===== config.mk =====
export PLATFORM = sky130hd
export DESIGN_NAME = dram_rank_decode
export DESIGN_NICKNAME = d
export VERILOG_FILES = /design/src/rtl/dram_rank_pkg.sv /design/src/rtl/dram_rank_regs.sv /design/src/rtl/dram_rank_match.sv /design/src/rtl/dram_rank_pick.sv /design/src/rtl/dram_rank_decode.sv
export SDC_FILE = /design/constraint.sdc
export NUM_CORES = 1
export LEC_CHECK = 0
export BUFFER_PORTS_ARGS = -buffer_cell sky130_fd_sc_hd__clkbuf_2
export CAP_MARGIN = 30
export CORE_ASPECT_RATIO = 2
export CORE_MARGIN = 1.5
export CORE_UTILIZATION = 48
export CTS_CLUSTER_DIAMETER = 120
export DETAILED_ROUTE_END_ITERATION = 10
export GPL_ROUTABILITY_DRIVEN = 0
export PLACE_DENSITY = 0.74
export SYNTH_ARGS = -nofsm -noshare
export SYNTH_HDL_FRONTEND = slang
export SYNTH_SLANG_ARGS = --single-unit

===== constraint.sdc =====
create_clock -name clk -period 1.8 [get_ports clk]
set_input_delay 0 -clock clk [delete_from_list [all_inputs] [get_ports clk]]
set_output_delay 0 -clock clk [all_outputs]
set_load 0.005 [all_outputs]

===== src/rtl/dram_rank_pkg.sv =====
package dram_rank_pkg;
    localparam int REG_W      = 32;
    localparam int PAGE_SHIFT = 24;
    localparam int HI_W       = 4;
    localparam int SPAN_W     = REG_W - PAGE_SHIFT;
    localparam int PAGE_W     = SPAN_W + HI_W;
    localparam int PHYS_W     = REG_W + HI_W;

    localparam logic [REG_W-1:0] BASE_KEEP = 32'hFF00_000F;
    localparam logic [REG_W-1:0] SIZE_KEEP = 32'hFF00_001D;

    typedef struct packed {
        logic              en;
        logic [PAGE_W-1:0] page;
        logic [SPAN_W-1:0] span;
    } win_match_t;
endpackage


===== src/rtl/dram_rank_regs.sv =====
module dram_rank_regs
    import dram_rank_pkg::*;
#(
    parameter int NUM_WIN = 4,
    parameter int IDX_W   = 2,
    parameter int RA_W    = 5
) (
    input  logic                         clk,
    input  logic                         rst_n,
    input  logic                         wr_en,
    input  logic [RA_W-1:0]              addr,
    input  logic [REG_W-1:0]             wdata,
    output logic [REG_W-1:0]             rdata,
    output win_match_t [NUM_WIN-1:0]     win
);
    typedef struct packed {
        logic [NUM_WIN-1:0][REG_W-1:0] base;
        logic [NUM_WIN-1:0][REG_W-1:0] size;
    } regs_t;

    regs_t regs_d, regs_q;

    logic             aligned;
    logic             sel_size;
    logic [IDX_W-1:0] idx;
    logic             idx_ok;

    assign aligned  = (addr[1:0] == 2'b00);
    assign sel_size = addr[2];
    assign idx      = addr[RA_W-1:3];
    assign idx_ok   = (32'(idx) < NUM_WIN);

    always_comb begin
        regs_d = regs_q;
        if (wr_en && aligned && idx_ok) begin
            if (sel_size) regs_d.size[idx] = wdata & SIZE_KEEP;
            else          regs_d.base[idx] = wdata & BASE_KEEP;
        end
    end

    always_ff @(posedge clk or negedge rst_n) begin
        if (!rst_n) regs_q <= '0;
        else        regs_q <= regs_d;
    end

    always_comb begin
        rdata = '0;
        if (aligned && idx_ok)
            rdata = sel_size ? regs_q.size[idx] : regs_q.base[idx];
    end

    for (genvar g = 0; g < NUM_WIN; g++) begin : g_win
        assign win[g].en   = regs_q.size[g][0];
        assign win[g].page = {regs_q.base[g][HI_W-1:0], regs_q.base[g][REG_W-1:PAGE_SHIFT]};
        assign win[g].span = regs_q.size[g][REG_W-1:PAGE_SHIFT];

        // a base write lands in the next cycle
        p_base_wr_r3: assert property (@(posedge clk) disable iff (!rst_n)
            (wr_en && addr == RA_W'(g * 8)) |=> regs_q.base[g] == $past(wdata & BASE_KEEP));
        // a size write lands in the next cycle
        p_size_wr_r3: assert property (@(posedge clk) disable iff (!rst_n)
            (wr_en && addr == RA_W'(g * 8 + 4)) |=> regs_q.size[g] == $past(wdata & SIZE_KEEP));
    end

    p_hold_r3: assert property (@(posedge clk) disable iff (!rst_n)
        !wr_en |=> $stable(regs_q));
    p_unaligned_r2: assert property (@(posedge clk) disable iff (!rst_n)
        (wr_en && !aligned) |=> $stable(regs_q));
endmodule


===== src/rtl/dram_rank_match.sv =====
module dram_rank_match
    import dram_rank_pkg::*;
(
    input  win_match_t        win,
    input  logic [PHYS_W-1:0] addr,
    output logic              hit,
    output logic [PHYS_W-1:0] offset
);
    logic [PAGE_W-1:0] fixed_bits;
    logic [PAGE_W-1:0] addr_page;

    assign addr_page  = addr[PHYS_W-1:PAGE_SHIFT];
    assign fixed_bits = ~{{(PAGE_W-SPAN_W){1'b0}}, win.span};

    always_comb begin
        hit    = win.en && ((addr_page & fixed_bits) == (win.page & fixed_bits));
        offset = {addr_page & ~fixed_bits, addr[PAGE_SHIFT-1:0]};
    end
endmodule


===== src/rtl/dram_rank_pick.sv =====
module dram_rank_pick #(
    parameter int NUM_WIN = 4,
    parameter int IDX_W   = 2,
    parameter int PHYS_W  = 36
) (
    input  logic [NUM_WIN-1:0]             hits,
    input  logic [NUM_WIN-1:0][PHYS_W-1:0] offs,
    output logic [NUM_WIN-1:0]             sel,
    output logic [IDX_W-1:0]               idx,
    output logic                           any,
    output logic [PHYS_W-1:0]              off
);
    always_comb begin
        sel = '0;
        idx = '0;
        any = 1'b0;
        off = '0;
        for (int i = NUM_WIN - 1; i >= 0; i--) begin
            if (hits[i]) begin
                sel    = '0;
                sel[i] = 1'b1;
                idx    = IDX_W'(i);
                any    = 1'b1;
                off    = offs[i];
            end
        end
    end
endmodule


===== src/rtl/dram_rank_decode.sv =====
module dram_rank_decode
    import dram_rank_pkg::*;
#(
    parameter  int NUM_WIN = 4,
    localparam int IDX_W   = (NUM_WIN > 1) ? $clog2(NUM_WIN) : 1,
    localparam int RA_W    = IDX_W + 3,
    localparam int ATTR_W  = NUM_WIN + 1
) (
    input  logic              clk,
    input  logic              rst_n,
    input  logic              reg_wr_en,
    input  logic [RA_W-1:0]   reg_addr,
    input  logic [REG_W-1:0]  reg_wdata,
    output logic [REG_W-1:0]  reg_rdata,
    input  logic [PHYS_W-1:0] cpu_addr,
    input  logic              coh_en,
    output logic              rank_hit,
    output logic [NUM_WIN-1:0] rank_sel,
    output logic [ATTR_W-1:0] rank_attr,
    output logic [PHYS_W-1:0] rank_offset,
    output logic [3:0]        target_id
);
    win_match_t [NUM_WIN-1:0]         win;
    logic [NUM_WIN-1:0]               hits;
    logic [NUM_WIN-1:0][PHYS_W-1:0]   offs;
    logic [IDX_W-1:0]                 pick_idx;

    dram_rank_regs #(.NUM_WIN(NUM_WIN), .IDX_W(IDX_W), .RA_W(RA_W)) u_regs (
        .clk   (clk),
        .rst_n (rst_n),
        .wr_en (reg_wr_en),
        .addr  (reg_addr),
        .wdata (reg_wdata),
        .rdata (reg_rdata),
        .win   (win)
    );

    for (genvar g = 0; g < NUM_WIN; g++) begin : g_match
        dram_rank_match u_match (
            .win    (win[g]),
            .addr   (cpu_addr),
            .hit    (hits[g]),
            .offset (offs[g])
        );

        // a disabled window never matches
        p_disabled_r9: assert property (@(posedge clk) disable iff (!rst_n)
            !win[g].en |-> !hits[g]);
    end

    dram_rank_pick #(.NUM_WIN(NUM_WIN), .IDX_W(IDX_W), .PHYS_W(PHYS_W)) u_pick (
        .hits (hits),
        .offs (offs),
        .sel  (rank_sel),
        .idx  (pick_idx),
        .any  (rank_hit),
        .off  (rank_offset)
    );

    always_comb begin
        rank_attr = '0;
        if (rank_hit) begin
            rank_attr[NUM_WIN-1:0] = ~(NUM_WIN'(1) << pick_idx);
            rank_attr[NUM_WIN]     = coh_en;
        end
    end

    assign target_id = 4'h0;

    p_sel_onehot_r5: assert property (@(posedge clk) disable iff (!rst_n)
        $onehot0(rank_sel));
    p_hit_sel_r5: assert property (@(posedge clk) disable iff (!rst_n)
        rank_hit == (rank_sel != '0));
    p_attr_onecold_r6: assert property (@(posedge clk) disable iff (!rst_n)
        rank_hit |-> (((rank_attr[NUM_WIN-1:0] | rank_sel) == '1) &&
                      ((rank_attr[NUM_WIN-1:0] & rank_sel) == '0)));
    p_coh_r7: assert property (@(posedge clk) disable iff (!rst_n)
        rank_hit |-> rank_attr[NUM_WIN] == coh_en);
    p_off_low_r8: assert property (@(posedge clk) disable iff (!rst_n)
        rank_hit |-> rank_offset[PAGE_SHIFT-1:0] == cpu_addr[PAGE_SHIFT-1:0]);
    p_miss_quiet_r9: assert property (@(posedge clk) disable iff (!rst_n)
        !rank_hit |-> (rank_attr == '0 && rank_offset == '0));
endmodule


# After elaboration in Yosys (flattened, before gate mapping)
# Cells that the tools add are included.
[word_totals]
elab_cells = 73
ff_bits = 256
input_bits = 77
output_inout_bits = 82
[op_classes]
shifts = 1
n_bitwise = 22
magnitude_cmp = 2
n_mux = 27
n_eq_ne = 4
reduce_logical = 9
[ops]
columns = ["op", "count"]
rows = [
  ["bitwise mux 128 bit", 2],
  ["2-to-1 mux 32 bit", 5],
  ["AND 12 bit", 12],
  ["2-to-1 mux 36 bit", 4],
  ["binary-select mux 32 bit (select 2 bit)", 2],
  ["demux 32 bit (select 2 bit)", 1],
  ["equality test 12 bit", 4],
  ["inverter 12 bit", 4],
  ["inverter 8 -> 12 bit", 4],
  ["2-to-1 mux 4 bit", 4],
  ["2-to-1 mux 2 bit", 4],
  ["logical AND 1 bit", 6],
  ["2-to-1 mux 5 bit", 1],
  ["2-to-1 mux 1 bit", 4],
  ["inverter 4 bit", 1],
  ["AND reduction 2 bit", 2],
  ["left shift 1 x 2 -> 4 bit, first input constant", 1],
  ["< comparator 2 x 3 -> 1 bit, second input constant", 1],
  ["greater-or-equal comparator 2 x 1 -> 1 bit, second input constant", 1],
  ["logical NOT 2 bit", 1],
  ["inverter 1 bit", 1],
]

# Logic depth before layout (Yosys ltp)
[depth]
depth_word = 11
mapped_depth = 9
ltp_nobuf = 6

# By module
# From an unflattened synthesis, not the netlist that was laid out.
[hier_totals]
hier_cells = 792
area_unflattened_um2 = 8170.3
[modules_own_cells]
columns = ["module", "cells_per_inst", "seq_area_each_um2", "instances", "area_per_inst_um2"]
rows = [
  ["dram_rank_regs", 414, 2402.3, 1, 5243.8],
  ["dram_rank_match", 57, 0.0, 4, 427.9],
  ["dram_rank_pick", 139, 0.0, 1, 1139.8],
  ["dram_rank_decode", 11, 0.0, 1, 75.1],
]

# Least setup slack after synthesis
# Ideal clock, no wire load.
[synth_timing]
kind = "reg-to-output"
startpoint = "register u_regs.regs_q[218] (netlist: u_regs.win[52])"
endpoint = "output rank_offset[15]"
arrival_time_ns = 1.738
path_stages_with_launch = 8
required_ns = 1.800
n_path_buf = 1
path_slack_ns = 0.062
cell_sequence = "dfrtp_1 -> xnor2_1 -> o22ai_1 -> or4_4 -> or2_4 -> nand3_4 -> buf_6 -> and2_1"
[synth_via]
elab_chain_len = 6
[synth_rtl]
columns = ["item", "line_no", "text"]
rows = [
  ["start, declared", "dram_rank_regs.sv:21", "regs_t regs_d, regs_q;"],
  ["start signal, assigned", "dram_rank_regs.sv:43", "else regs_q <= regs_d;"],
  ["AND 12 bit", "dram_rank_match.sv:16", "hit = win.en && ((addr_page & fixed_bits) == (win.page & fixed_bits));"],
  ["equality test 12 bit", "dram_rank_match.sv:16", ""],
  ["logical AND 1 bit", "dram_rank_match.sv:16", ""],
  ["2-to-1 mux 36 bit (3 in a row)", "dram_rank_pick.sv:19", "if (hits[i]) begin"],
  ["end, declared", "dram_rank_decode.sv:20", "output logic [PHYS_W-1:0] rank_offset,"],
]
# Every way passes these cells.

# Final worst setup path
[layout_timing]
startpoint = "register u_regs.regs_q[251] (netlist: u_regs.win[74])"
endpoint = "output rank_offset[27]"
[layout_via]
elab_chain_len = 7
[layout_rtl]
columns = ["item", "line_no"]
rows = [
  ["AND 12 bit", "dram_rank_match.sv:16"],
  ["equality test 12 bit", "dram_rank_match.sv:16"],
  ["logical AND 1 bit", "dram_rank_match.sv:16"],
  ["2-to-1 mux 36 bit (4 in a row)", "dram_rank_pick.sv:19"],
]
# Every way passes these cells.

==> flow_metrics.tcl <==
set metrics [dict create \
    synth_top_family_by_area "multiplexers" \
    num_io_pins 159 \
    synth.mux.area_fraction_pct 29.0 \
    root_buffer "clkbuf_16" \
    dr_total_vias 4799 \
    grt_pass1_vias 5053 \
    critPathKind "flop to output port" \
    ant_nets 0 \
    avgRoutedWirePerCell_um 21.9 \
    synthToLayoutAreaGrowth_pct 33.9 \
    fp-row-count 56 \
    synth-async-reset-ratio_pct 100 \
    syn_area_sq_um 5840 \
    rsz0062_at_grt "true" \
    max_freq_mhz 419 \
    arrival_ns 2.39 \
    synth_cell_types 41 \
    yosysTopAreaCellShare_pct 41.1 \
    io_buffers 112 \
    cts_tree "yes" \
    final.setup_skew_ns 0 \
    die_y_um 159 \
    start_util_pct 49.6 \
    synth_area_leader_cell "dfrtp_1" \
    hold_class "primary input to flop" \
    core_sq_um 11800 \
    vdd_drop_max_mv 0.659 \
    grt-ovfl-total 0 \
    die-area_sq_um 12900 \
    nFillCells 857 \
    nets 755 \
    synth_warnings 0 \
    synthAdderAreaFrac_pct 0 \
    outcome "finished with violations" \
    critPathCaptureType "output port" \
    grt.total_usage_pct 28.3 \
    synth_edf_count 0 \
    grt_pass1_wl_mm 26.7 \
    timing.hold.ws_ns 0.0137 \
    die_w_um 81.0 \
    drive_gt1_share_pct 59.2 \
    cts-root-to-sink-buffers 2 \
    tns_ns -21.60 \
    seq_area_sq_um 2400 \
    syn_area_per_cell_sq_um 12.1 \
    period_minus_slack_ns 2.39 \
    synth_compound_area_share_pct 5.12 \
    start_kind "flop" \
    synth-seq-cells 96 \
    setup_viol 43 \
    yosys.area_share.xor_xnor_pct 7.20 \
    vias_per_cell 5.80 \
    synth_area_leaders "dfrtp_1, mux2_2, mux4_2, xnor2_1, buf_4" \
    antenna_cells 0 \
    antenna_found_initial 0 \
    cap_violations 0 \
    synth_flop_cell "dfrtp_1" \
    syn_inst 481 \
    drt-total-wl_mm 18.2 \
    clock_latency_ns 0.35 \
    yosys-top-cells-count "dfrtp_1, mux2_2, xnor2_1" \
    cp.required_ns 1.80 \
    grt_max_degree 45 \
    setup_slack_ns -0.589 \
    finalCritPeriodShare_pct 133 \
    initialDrtViolationCount 363 \
    drc 0 \
    dp_hpwl_mm 12.8 \
    path_clk_slew_ns 0.07 \
    cts_max_level 3 \
    drtPass1Iterations 4 \
    cts-buffers-inserted 9 \
    rr_worst_depth 3 \
    critPathMaxFanout 4 \
    synth-simple-area-share_pct 9.94 \
    leakage_nw 3.78 \
    finalHoldViolations 0 \
    drv_slew 0 \
    min_delay_path_depth 2 \
    multiInputGateArea_sq_um 3370 \
    synth.yosys.seq_area_share_pct 41.1 \
    clock-sinks 96 \
    p_per_area_nw_per_um2 869 \
    violations "negative setup slack" \
]
timing repair:
| item | CTS | global route |
|---|---|---|
| resized for setup | 27 | 56 |
| hold buffers | 4 | 0 |
| pin swaps | 19 | 35 |
| endpoints found under the setup margin | 42 | 42 |
| cloned | 3 | 2 |
| hold endpoints to repair | 49 | 0 |
| buffers inserted | 1 | 3 |
cell families after synthesis:
group | after synthesis
simple gates | 96
mux | 127
flops | 96
xor+xnor | 48
compound gates | 41
other cells | 1
buf+inv | 72
path summary, 6_finish.rpt:
path	to	slack (ns)	from
hold reg to reg	u_regs.regs_q[4]$_DFFE_PN0P_	0.50	u_regs.regs_q[4]$_DFFE_PN0P_
setup reg to reg	u_regs.win[17]$_DFFE_PN0P_	0.74	u_regs.win[17]$_DFFE_PN0P_
hold / removal	u_regs.win[24]$_DFFE_PN0P_	0.01	reg_wdata[27]
min in group asynchronous	u_regs.win[29]$_DFFE_PN0P_	0.16	rst_n
max in group asynchronous	u_regs.win[47]$_DFFE_PN0P_	0.96	rst_n
setup / recovery	rank_offset[27]	-0.59	u_regs.win[74]$_DFFE_PN0P_
worst max-delay path, stage by stage (launching register included):
cell and delay, ns:
dfrtp_1 0.42, xnor2_2 0.17, o22ai_1 0.16, nor4_2 0.32, buf_4 0.17, and2_1 0.14, buf_4 0.14, nand4_1 0.11
a31oi_2 0.25, clkbuf_2 0.15
sequential cells by signal (all words and copies together) (netlist names):
signal	flops
u_regs.win	84
u_regs.regs_q	12
where the power goes:
part | switching (W) | internal [W]
logic | 0.000870 | 0.00120
registers | 0.000361 | 0.00258
clock network | 0.000809 | 0.000972
placed cells by master, fill, tap and decap left out, types with 9 or more instances in the layout:
master     Yosys  layout
buf_6          5      25
conb_1         1      27
dfrtp_1       96      96
clkbuf_2       0      88
nor2_1        14      13
buf_4         31      94
mux2_2        96      96
and2_4         0      18
nand3_1       14      13
xnor2_2        0      12
xnor2_1       47      35
a22o_1        11      11
inv_1         10       9
clkbuf_16      0       9
mux4_2        24      24
and2_1        28      10
through the flow:
stage               total power [W]  area, sq um  instances  worst slack, ns  utilization [%]
floorplan                   0.00399         5940        507           0.0617                -
global placement            0.00476         7050        799           -0.385             59.9
detailed placement          0.00485         7050        799           -0.426             59.9
CTS                         0.00671         7540        823           -0.571             64.0
global route                0.00706         7820        828           -0.631             66.4
finish                      0.00679         7820        828           -0.589             66.4
cell type report:
type / count / area share (%)
Inverter: 10 / 0.544
Clock buffer: 13 / 3.20
Clock inverter: 3 / 0.224
Timing Repair Buffer: 218 / 19.8
Multi-Input combinational cell: 343 / 43.2
Tap cell: 145 / 2.32
Sequential cell: 96 / 30.7
layer usage:
metal	track usage [%]	up-vias	wire, um
met3	3.67	61	1120
met4	16.8	0	1010
met5	0	-	0
li1	-	2099	-
met1	30.5	2387	6130
met2	50.5	252	9900
Power figures use the tool's default switching activity.
